<file path="src/rtl/bmu_pkg.sv">
// Shared constants for the branch metric unit.
// Assumes a rate 1/2 code: two symbols per codeword, four expected pairs.
package bmu_pkg;
    localparam int NSYM   = 2;
    localparam int NPAIRS = 4;

    // Metric word width for a given soft symbol width.
    function automatic int metric_width(input int soft_w);
        return soft_w + NSYM - 1;
    endfunction
endpackage

</file>
<file path="src/rtl/bmu_sym_dist.sv">
// Distance of one received symbol to an expected 0 and an expected 1.
// Clamps port values above the soft range when the port is wider than
// SOFT_W. A removed symbol (erased or punctured) yields zero distances.
// Assumes IN_W >= SOFT_W.
module bmu_sym_dist #(
    parameter int SOFT_W = 3,
    parameter int IN_W   = 4
) (
    input  logic [IN_W-1:0]   sym_i,
    input  logic              drop_i,
    output logic [SOFT_W-1:0] to_zero_o,
    output logic [SOFT_W-1:0] to_one_o,
    output logic              over_o
);
    localparam logic [SOFT_W-1:0] MAXV = '1;

    logic [SOFT_W-1:0] val;
    logic              over;

    generate
        if (IN_W > SOFT_W) begin : g_wide
            // Detect and clamp values beyond the soft range.
            assign over = (sym_i > {{(IN_W-SOFT_W){1'b0}}, MAXV});
            assign val  = over ? MAXV : sym_i[SOFT_W-1:0];
        end else begin : g_exact
            // Port matches the soft range: nothing can overflow.
            assign over = 1'b0;
            assign val  = sym_i[SOFT_W-1:0];
        end
    endgenerate

    // Confidence-ordered distances, zeroed for a removed symbol.
    always_comb begin
        if (drop_i) begin
            to_zero_o = '0;
            to_one_o  = '0;
        end else begin
            to_zero_o = val;
            to_one_o  = MAXV - val;
        end
        over_o = over & ~drop_i;
    end
endmodule

</file>
<file path="src/rtl/bmu_pair_sum.sv">
// Forms the four branch metrics from the per-symbol distances.
// Index bit 1 selects the expected bit of symbol 0, bit 0 that of symbol 1.
module bmu_pair_sum #(
    parameter int SOFT_W = 3,
    parameter int MW     = SOFT_W + 1
) (
    input  logic [SOFT_W-1:0]                      s0_zero_i,
    input  logic [SOFT_W-1:0]                      s0_one_i,
    input  logic [SOFT_W-1:0]                      s1_zero_i,
    input  logic [SOFT_W-1:0]                      s1_one_i,
    output logic [bmu_pkg::NPAIRS-1:0][MW-1:0]     sum_o
);
    for (genvar i = 0; i < bmu_pkg::NPAIRS; i++) begin : g_pair
        localparam int E0 = (i / 2) % 2;
        localparam int E1 = i % 2;
        logic [SOFT_W-1:0] da, db;
        // Pick each symbol's distance for this expected pair, then add.
        assign da = (E0 != 0) ? s0_one_i : s0_zero_i;
        assign db = (E1 != 0) ? s1_one_i : s1_zero_i;
        assign sum_o[i] = MW'(da) + MW'(db);
    end
endmodule

</file>
<file path="src/rtl/viterbi_bmu.sv">
// Branch metric unit for a rate 1/2 code with hard or soft symbols.
// One codeword per cycle in, four registered metrics out one cycle later.
// Assumes inputs are known whenever in_valid is high; IN_W >= SOFT_W.
module viterbi_bmu #(
    parameter int SOFT_W = 3,
    parameter int IN_W   = 4
) (
    input  logic                                     clk,
    input  logic                                     rst_n,
    input  logic                                     in_valid,
    input  logic [IN_W-1:0]                          sym0,
    input  logic [IN_W-1:0]                          sym1,
    input  logic [1:0]                               erase,
    input  logic [1:0]                               keep,
    output logic                                     out_valid,
    output logic [bmu_pkg::NPAIRS-1:0][SOFT_W:0]     metrics,
    output logic                                     range_err
);
    localparam int MW   = bmu_pkg::metric_width(SOFT_W);
    localparam int MAXI = (1 << SOFT_W) - 1;

    logic [1:0]              drop;
    logic [1:0]              over;
    logic [SOFT_W-1:0]       to_zero [2];
    logic [SOFT_W-1:0]       to_one  [2];
    logic [bmu_pkg::NPAIRS-1:0][MW-1:0] sum;

    assign drop = erase | ~keep;

    for (genvar j = 0; j < bmu_pkg::NSYM; j++) begin : g_sym
        bmu_sym_dist #(.SOFT_W(SOFT_W), .IN_W(IN_W)) u_dist (
            .sym_i     ((j == 0) ? sym0 : sym1),
            .drop_i    (drop[j]),
            .to_zero_o (to_zero[j]),
            .to_one_o  (to_one[j]),
            .over_o    (over[j])
        );
    end

    bmu_pair_sum #(.SOFT_W(SOFT_W), .MW(MW)) u_sum (
        .s0_zero_i (to_zero[0]),
        .s0_one_i  (to_one[0]),
        .s1_zero_i (to_zero[1]),
        .s1_one_i  (to_one[1]),
        .sum_o     (sum)
    );

    // Output register: valid always tracks input, data loads on valid.
    always_ff @(posedge clk) begin
        if (!rst_n) begin
            out_valid <= 1'b0;
            metrics   <= '0;
            range_err <= 1'b0;
        end else begin
            out_valid <= in_valid;
            range_err <= in_valid & (|over);
            if (in_valid) metrics <= sum;
        end
    end

    // one-cycle valid latency.
    a_r1_valid_latency: assert property (@(posedge clk) disable iff (!rst_n)
        in_valid |=> out_valid);
    // no valid in, no valid out and metrics held.
    a_r7_idle_hold: assert property (@(posedge clk) disable iff (!rst_n)
        !in_valid |=> (!out_valid && $stable(metrics)));
    // both symbols removed gives all-zero metrics.
    a_r4_removed_zero: assert property (@(posedge clk) disable iff (!rst_n)
        (in_valid && drop == 2'b11) |=> (metrics == '0 && !range_err));
    // complementary pairs balance.
    a_r9_complement: assert property (@(posedge clk) disable iff (!rst_n)
        out_valid |-> ((MW+1)'(metrics[0]) + (MW+1)'(metrics[3]) ==
                       (MW+1)'(metrics[1]) + (MW+1)'(metrics[2])));
    // range flag appears only with a result.
    a_r6_flag_with_result: assert property (@(posedge clk) disable iff (!rst_n)
        range_err |-> out_valid);

    // every metric stays within twice the largest symbol distance.
    for (genvar k = 0; k < bmu_pkg::NPAIRS; k++) begin : g_bound
        a_r3_metric_bound: assert property (@(posedge clk) disable iff (!rst_n)
            out_valid |-> (int'(metrics[k]) <= 2 * MAXI));
    end

    generate
        if (IN_W > SOFT_W) begin : g_rchk
            // a present oversize symbol raises the flag next cycle.
            a_r6_oversize_flag: assert property (@(posedge clk) disable iff (!rst_n)
                (in_valid && !drop[0] && int'(sym0) > MAXI) |=> range_err);
        end
    endgenerate
endmodule

</file>
<file path="config.mk">
export PLATFORM = sky130hd
export DESIGN_NAME = viterbi_bmu
export DESIGN_NICKNAME = d
export VERILOG_FILES = /design/src/rtl/bmu_pkg.sv /design/src/rtl/bmu_sym_dist.sv /design/src/rtl/bmu_pair_sum.sv /design/src/rtl/viterbi_bmu.sv
export SDC_FILE = /design/constraint.sdc
export NUM_CORES = 1
export LEC_CHECK = 0
export BUFFER_PORTS_ARGS = -buffer_cell sky130_fd_sc_hd__buf_2
export CORE_UTILIZATION = 53
export DETAILED_ROUTE_END_ITERATION = 6
export GPL_ROUTABILITY_DRIVEN = 1
export HOLD_SLACK_MARGIN = 0.02
export PLACE_DENSITY = 0.82
export SYNTH_ARGS = -nofsm -noshare
export SYNTH_HDL_FRONTEND = slang
export SYNTH_SLANG_ARGS = --single-unit
</file>
<file path="constraint.sdc">
create_clock -name clk -period 4.9 [get_ports clk]
set_input_delay 0.98 -clock clk [delete_from_list [all_inputs] [get_ports clk]]
set_output_delay 0.98 -clock clk [all_outputs]
set_load 0.1 [all_outputs]
</file>
==> impl_metrics.csv, run 1 <==
group,metric,value,unit
finish,fin_area,1300,um2
yosys,synth_area,1110,um2
yosys,syn_inst,117,
timing,slew_violations,0,
power,vdd_drop_max,0.235,mV
global_route,grt.met3_usage,4.53,%
yosys,ys_seq_elements,18,
route,vias,957,
global_route,grt.busiest_layer,"met2",
clocking,cts.htree.levels,1,
place,port_buffers,32,
job,drv_cap,0,
floorplan,die_area,2280,um2
clocking,postCtsHoldBufs,0,
outcome,outcome,"finished clean",
clocking,clock_latency,300,ps
yosys,synth_edf_count,0,
finish,seq_area,360,um2
clocking,clock-sinks,18,
setup_path,max_stage_delay,420,ps
finish,drive_above_1_share,28.6,%
global_route,grt_overflow,0,
route,first_iter_violations,9,
finish,n_fill_cell,192,
yosys,synth_flop_cell,"dfxtp_1",
finish,layout.nets,175,
setup_path,cp_max_fo,6,
global_route,grt_pass1_wl,3.55,mm
timing,finalCritPeriodShare,48.7,%
setup_path,cp_slowest_cell,"fa_1",
floorplan,start_util,56.6,%
timing,fin_crit,2390,ps
clocking,ctsResizeCount,0,
setup_path,critPathKind,"in2reg",
place,routabilityCongestion,0.905,
timing,finClkSkew,0,ps
floorplan,die_h,47.8,um
setup_path,arrival,2590,ps
setup_path,critPathBufInv,1,
power,pwr_density_cell,280,nW/um2
global_route,grtUsageMet1,26.7,%
min_path,timing.hold.worst.class,"reg2reg",
global_route,antenna_found_initial,0,
floorplan,rows,16,
yosys,synth_warnings,0,
timing,worst_slew_pin_slew,678,ps
setup_path,endpoint_kind,"flip-flop",
power,p_leak,0.673,nW
route,routed_wl,2.35,mm
global_route,grt_max_degree,25,
clocking,numCtsBuffers,3,
route,wl_per_cell,13.5,um
finish,num_antenna_cells,0,
global_route,first_global_vias,858,
clocking,tritoncts,"yes",
timing,rsz0062_at_grt,"no",
clocking,cts_setup_buffers,0,
yosys,synth.distinct_cells,32,
yosys,avgSynthCellArea,9.50,um2
setup_path,cp.required,5100,ps
route,ant_nets,0,
clocking,clk_path_buf_depth,2,
floorplan,io_pins,33,
route,drc,0,
route,drtPass1Iterations,4,
global_route,track_usage,23.2,%
global_route,grtUsageMet2,38.1,%
place,hpwl,1.82,mm
timing,tns,0,ps
timing,setup_viol,0,
setup_path,path_cells,"buf_2 > nand2b_1 > nor3_1 > ha_1 > fa_1 > mux2i_1 > nor2b_1",
setup_path,critical-path-top-delay-family,"adder cells",
timing,hold_violations,0,
floorplan,coreArea,1960,um2
route,viasPerCell,5.50,
timing,max_freq,0.419,GHz
yosys,synth_nets,144,
floorplan,die_w,47.8,um
finish,syn_to_final_growth,17.0,%
finish,fin_util,66.3,%
timing,slew_headroom,54.7,%
finish,multiInputGateArea,698,um2
clocking,clk_pin_slew_worst_paths,100,ps
yosys,async_flop_share,0,%
yosys,yosysSeqAreaShare,32.4,%
setup_path,critPathLaunchType,"primary input",
clocking,root_buffer,"clkbuf_4",
place,placed_area,1260,um2
[through the flow]
| stage | hold slack [ps] | cells | setup WS [ps] | power [W] |
|---|---|---|---|---|
| 3_5_place_dp | 462 | 170 | 2200 | 0.000274 |
| 2_1_floorplan | 940 | 117 | 2470 | 0.000252 |
| 5_1_grt | 515 | 174 | 2390 | 0.000381 |
| 4_1_cts | 495 | 174 | 2520 | 0.000368 |
| 6_report | 489 | 174 | 2510 | 0.000364 |
| 3_3_place_gp | 457 | 170 | 2220 | 0.000272 |
[final cells by class]
| cell class | count | area share (%) |
|---|---|---|
| sequential | 18 | 27.7 |
| inverter | 3 | 0.866 |
| timing repair buffer | 32 | 12.3 |
| tap | 27 | 2.60 |
| multi-input combinational | 90 | 53.7 |
| clock buffer | 4 | 2.79 |
[logic make-up (layout without fill, tap and decap cells)]
group	count (synthesis)	count (layout)	share of synthesized area (%)
AO/OA/AOI/OAI	25	25	13.9
XOR/XNOR	8	8	6.31
adder cells (fa/ha/maj)	14	14	16.7
buffers and inverters	9	39	4.73
flip-flops	18	18	32.4
multiplexers	6	6	5.41
AND/OR/NAND/NOR	37	37	20.6
[path summary, 6_finish.rpt]
| path | cells past startpoint | start | slack, ps | to |
|---|---|---|---|---|
| max | 7 | erase[1] | 2510 | metrics[5] |
| min | 2 | metrics[10] | 490 | metrics[10] |
| max reg2reg | 3 | metrics[15] | 4050 | metrics[15] |
| min reg2reg | 2 | metrics[10] | 490 | metrics[10] |
[placed cells by master, fill, tap and decap left out, types with 2 or more instances in the layout]
cell / n
buf_2: 32
dfxtp_1: 18
nor2_1: 13
ha_1: 10
a21oi_1: 9
o21ai_0: 8
nor2b_1: 7
xor2_1: 6
mux2i_1: 6
nand2_1: 4
nor3_1: 3
inv_1: 3
clkbuf_4: 3
nor4b_2: 2
xnor2_1: 2
o211a_1: 2
a21o_1: 2
maj3_1: 2
nand3_1: 2
fa_1: 2
[sequential cells by signal, indices dropped and copies added, names as in the netlist]
register	count
metrics	16
out_valid	1
range_err	1
[synth_stat cells (all sizes together), types with 3 or more instances]
master | instances | share of area [%]
dfxtp | 18 | 32
nor2 | 13 | 4.4
inv | 3 | 1.0
ha | 10 | 11
xor2 | 6 | 4.7
mux2i | 6 | 5.4
clkbuf | 4 | 2.3
nand2 | 4 | 1.4
nor2b | 7 | 3.9
a21oi | 9 | 4.1
o21ai | 8 | 3.6
nor3 | 4 | 2.8
[where the power goes]
part	switching, W	internal, W	leakage, nW
Clock	0.0000482	0.0000453	0.0210
Combinational	0.0000875	0.0000261	0.505
Sequential	0.00000325	0.000154	0.148
[worst reg2reg max path, stage by stage (launching register included)]
cell and delay, ps:
dfxtp_1 340, o21ai_0 200, a21oi_1 70, o31a_2 140
[routing by layer]
| metal | part of all wire [%] | wire [um] |
|---|---|---|
| met1 | 46 | 1070 |
| met2 | 46 | 1080 |
| met3 | 3.8 | 90 |
| met4 | 4.5 | 106 |
| met5 | 0 | 0 |
No activity file was read; power rests on OpenSTA's default activity.
==> run 2, diff against run 1 <==
--- a/config.mk
+++ b/config.mk
@@ -5,12 +5,13 @@
 export SDC_FILE = /design/constraint.sdc
 export NUM_CORES = 1
 export LEC_CHECK = 0
+export ABC_AREA = 1
 export BUFFER_PORTS_ARGS = -buffer_cell sky130_fd_sc_hd__buf_2
-export CORE_UTILIZATION = 53
+export CORE_UTILIZATION = 50
 export DETAILED_ROUTE_END_ITERATION = 6
 export GPL_ROUTABILITY_DRIVEN = 1
 export HOLD_SLACK_MARGIN = 0.02
-export PLACE_DENSITY = 0.82
+export PLACE_DENSITY = 0.78
 export SYNTH_ARGS = -nofsm -noshare
 export SYNTH_HDL_FRONTEND = slang
 export SYNTH_SLANG_ARGS = --single-unit
==> constraint.sdc (replaced) <==
create_clock -name clk -period 2.28 [get_ports clk]
set_input_delay 0.456 -clock clk [delete_from_list [all_inputs] [get_ports clk]]
set_output_delay 0.456 -clock clk [all_outputs]
set_load 0.1 [all_outputs]
==> run 2 against run 1 <==
  * Synthesized cell count is 37% higher
  * Die area is 7.2% higher
  * First-iteration DRC count is 22% higher
  * Register-to-register slack worse by 2400 ps
  * Worst hold slack worse by 48 ps
  * Worst setup slack worse by 1800 ps
  * Global-route usage hardly changed
  * Core utilization is 1.3 points lower
  * Combinational power is 130% higher
  * Non-clock buffer count stayed put
  * Cell count is 26% higher
  * Critical path type unchanged
  * Critical endpoint is now metrics[7]
  * Largest cell class unchanged
==> impl_metrics.csv, run 2 <==
group,metric,value,unit
clocking,clk_pin_slew_worst_paths,110,ps
timing,finClkSkew,0,ps
place,place_ws,381,ps
yosys,synth_top_area_share,32.0,%
yosys,synth.distinct_cells,23,
setup_path,path_cells,"buf_2 > inv_1 > nand2_4 > nor3_1 > ha_1 > a21oi_1 > a21oi_1 > a21oi_1 > nor2_1",
power,swShare,39.6,%
clocking,clock-sinks,18,
finish,reg.largest.list,"metrics x16, out_valid x1, range_err x1",
setup_path,critPathLaunchType,"primary input",
power,pwr_density_cell,602,nW/um2
global_route,antenna_found_initial,0,
finish,syn_to_final_growth,17.8,%
power,clockPowerShare,24.8,%
clocking,clock_latency,290,ps
clocking,postCtsHoldBufs,0,
setup_path,endpoint_kind,"flip-flop",
timing,hold_violations,0,
route,first_iter_violations,11,
finish,final_common_cell,"nor2_1",
yosys,synthTopCellsByArea,"dfxtp_1 32%, nor2_1 13%, ha_1 11%, inv_1 6.7%, o21ai_0 6.2%",
yosys,ys_seq_elements,18,
global_route,first_global_vias,1113,
finish,layout.nets,220,
global_route,grt_pass1_wl,4.44,mm
finish,fin_area,1330,um2
power,p_seq_share,42.5,%
min_path,timing.hold.worst.class,"in2reg",
timing,whs,442,ps
yosys,synth_edf_count,0,
place,hpwl,1.97,mm
setup_path,cp_max_fo,8,
job,drv_cap,0,
power,pwr-share-comb,32.7,%
yosys,synth_area,1130,um2
route,vias,1111,
timing,slew_violations,0,
floorplan,die_area,2450,um2
global_route,track_usage,23.2,%
timing,rsz0062_at_grt,"no",
clocking,tritoncts,"yes",
floorplan,io_pins,33,
power,p_leak,0.772,nW
clocking,numCtsBuffers,3,
yosys,yosysSeqAreaShare,32.0,%
route,routed_wl,2.50,mm
finish,n_fill_cell,207,
yosys,synth_commonest_cells,"38 x nor2_1, 20 x inv_1, 18 x dfxtp_1",
timing,fin_ws,695,ps
finish,drive_above_1_share,26.0,%
floorplan,start_util,55.2,%
yosys,synth_nets,187,
yosys,yosysTopAreaCell,"dfxtp_1",
timing,finalCritPeriodShare,69.5,%
setup_path,reg2reg_from,"metrics[6]",
finish,top_register,"metrics",
setup_path,cp_common_cell,"a21oi_1",
min_path,hp-start,"sym0[3]",
timing,slew_headroom,67.6,%
setup_path,critPathBufInv,2,
yosys,syn_inst,160,
route,ant_nets,0,
power,p_int,0.000483,W
outcome,outcome,"finished clean",
power,p_switching,0.000317,W
timing,tns,0,ps
setup_path,critical-path-top-delay-family,"simple AND/OR/NAND/NOR gates",
floorplan,die_w,49.5,um
place,routabilityCongestion,0.937,
setup_path,critPathKind,"in2reg",
timing,max_freq,0.631,GHz
setup_path,cp.required,2480,ps
global_route,grt_max_degree,21,
clocking,clk_path_buf_depth,2,
finish,final_cell_mix,"38 x nor2_1, 32 x buf_2, 20 x inv_1",
power,vdd_drop_max,0.495,mV
floorplan,coreArea,2040,um2
timing,worst_slew_pin_slew,489,ps
yosys,async_flop_share,0,%
yosys,avgSynthCellArea,7.05,um2
route,drc,0,
route,viasPerCell,5.07,
timing,fin_crit,1580,ps
route,wl_per_cell,11.4,um
setup_path,max_stage_delay,330,ps
global_route,grt_overflow,0,
clocking,ctsResizeCount,0,
place,placed_area,1290,um2
floorplan,rows,16,
finish,largest_register_ffs,16,
clocking,cts.htree.levels,1,
clocking,cts_setup_buffers,0,
place,port_buffers,32,
setup_path,cp-startpoint,"erase[1]",
timing,setup_viol,0,
floorplan,die_h,49.5,um
clocking,root_buffer,"clkbuf_4",
yosys,synth_warnings,0,
yosys,synth_flop_cell,"dfxtp_1",
yosys,synth.most_common_cell,"nor2_1",
setup_path,arrival,1780,ps
route,drtPass1Iterations,4,
finish,num_antenna_cells,0,
setup_path,cp_slowest_cell,"ha_1",
[run 2: cell count changes after synthesis, sizes merged, moves of 3 or more]
cell / change
mux2i: -6
a21oi: +3
nand2: +17
xor2: -4
nand3: +5
inv: +18
nor2: +31
o21ai: +8
nor2b: -7
[run 2: worst register-to-register path: cells and delay by family (launching register included)]
kind	cells	cell delay (ps)
AO/OA/AOI/OAI	1	80
flip-flops	1	330
AND/OR/NAND/NOR	2	120
buffers and inverters	1	60
[run 2: power by group through the flow]
stage	clock network, W	registers, W	logic, W
2_1_floorplan	0	0.000477	0.0000828
3_3_place_gp	0	0.000346	0.000257
3_5_place_dp	0	0.000347	0.000261
4_1_cts	0.000204	0.000340	0.000262
5_1_grt	0.000223	0.000342	0.000282
6_report	0.000198	0.000340	0.000262
[run 2: cells by family after synthesis]
| family | synth area share [%] |
|---|---|
| AOI/OAI and AO/OA | 13.1 |
| xor gates and xnor gates | 1.55 |
| adders and majority gates | 14.7 |
| buffers and inverters | 9.99 |
| DFF | 32.0 |
| and+or+nand+nor | 28.7 |
[run 2: area by class of cell]
class                   instances  area [um2]  share of cell area [%]
well taps                      27        33.8                    2.54
repair buffers                 32         160                    12.1
clock buffers                   4        36.3                    2.73
multi-input cells             116         654                    49.3
inverters                      22        82.6                    6.22
flip-flops and latches         18         360                    27.1
[run 2: routing by layer]
metal | track usage [%] | wire length, um | vias to the layer above
li1 | - | - | 572
met1 | 25.6 | 1110 | 509
met5 | 0 | 0 | -
met3 | 6.79 | 104 | 2
met2 | 42.9 | 1270 | 28
met4 | 6.19 | 10 | 0
[run 2: final timing paths]
| check | endpoint | slack [ps] | cells after the start |
|---|---|---|---|
| worst max register to register | metrics[6] | 1600 | 4 |
| worst max-delay path | metrics[7] | 700 | 9 |
| worst min-delay path | range_err | 440 | 3 |
| worst min register to register | metrics[9] | 510 | 2 |
[run 2: per-stage QoR]
stage | power [W] | cells | util [%]
2_1_floorplan | 0.000560 | 160 | -
3_3_place_gp | 0.000603 | 215 | 63.2
3_5_place_dp | 0.000608 | 215 | 63.2
4_1_cts | 0.000806 | 219 | 65.0
5_1_grt | 0.000846 | 219 | 65.0
6_report | 0.000800 | 219 | 65.0
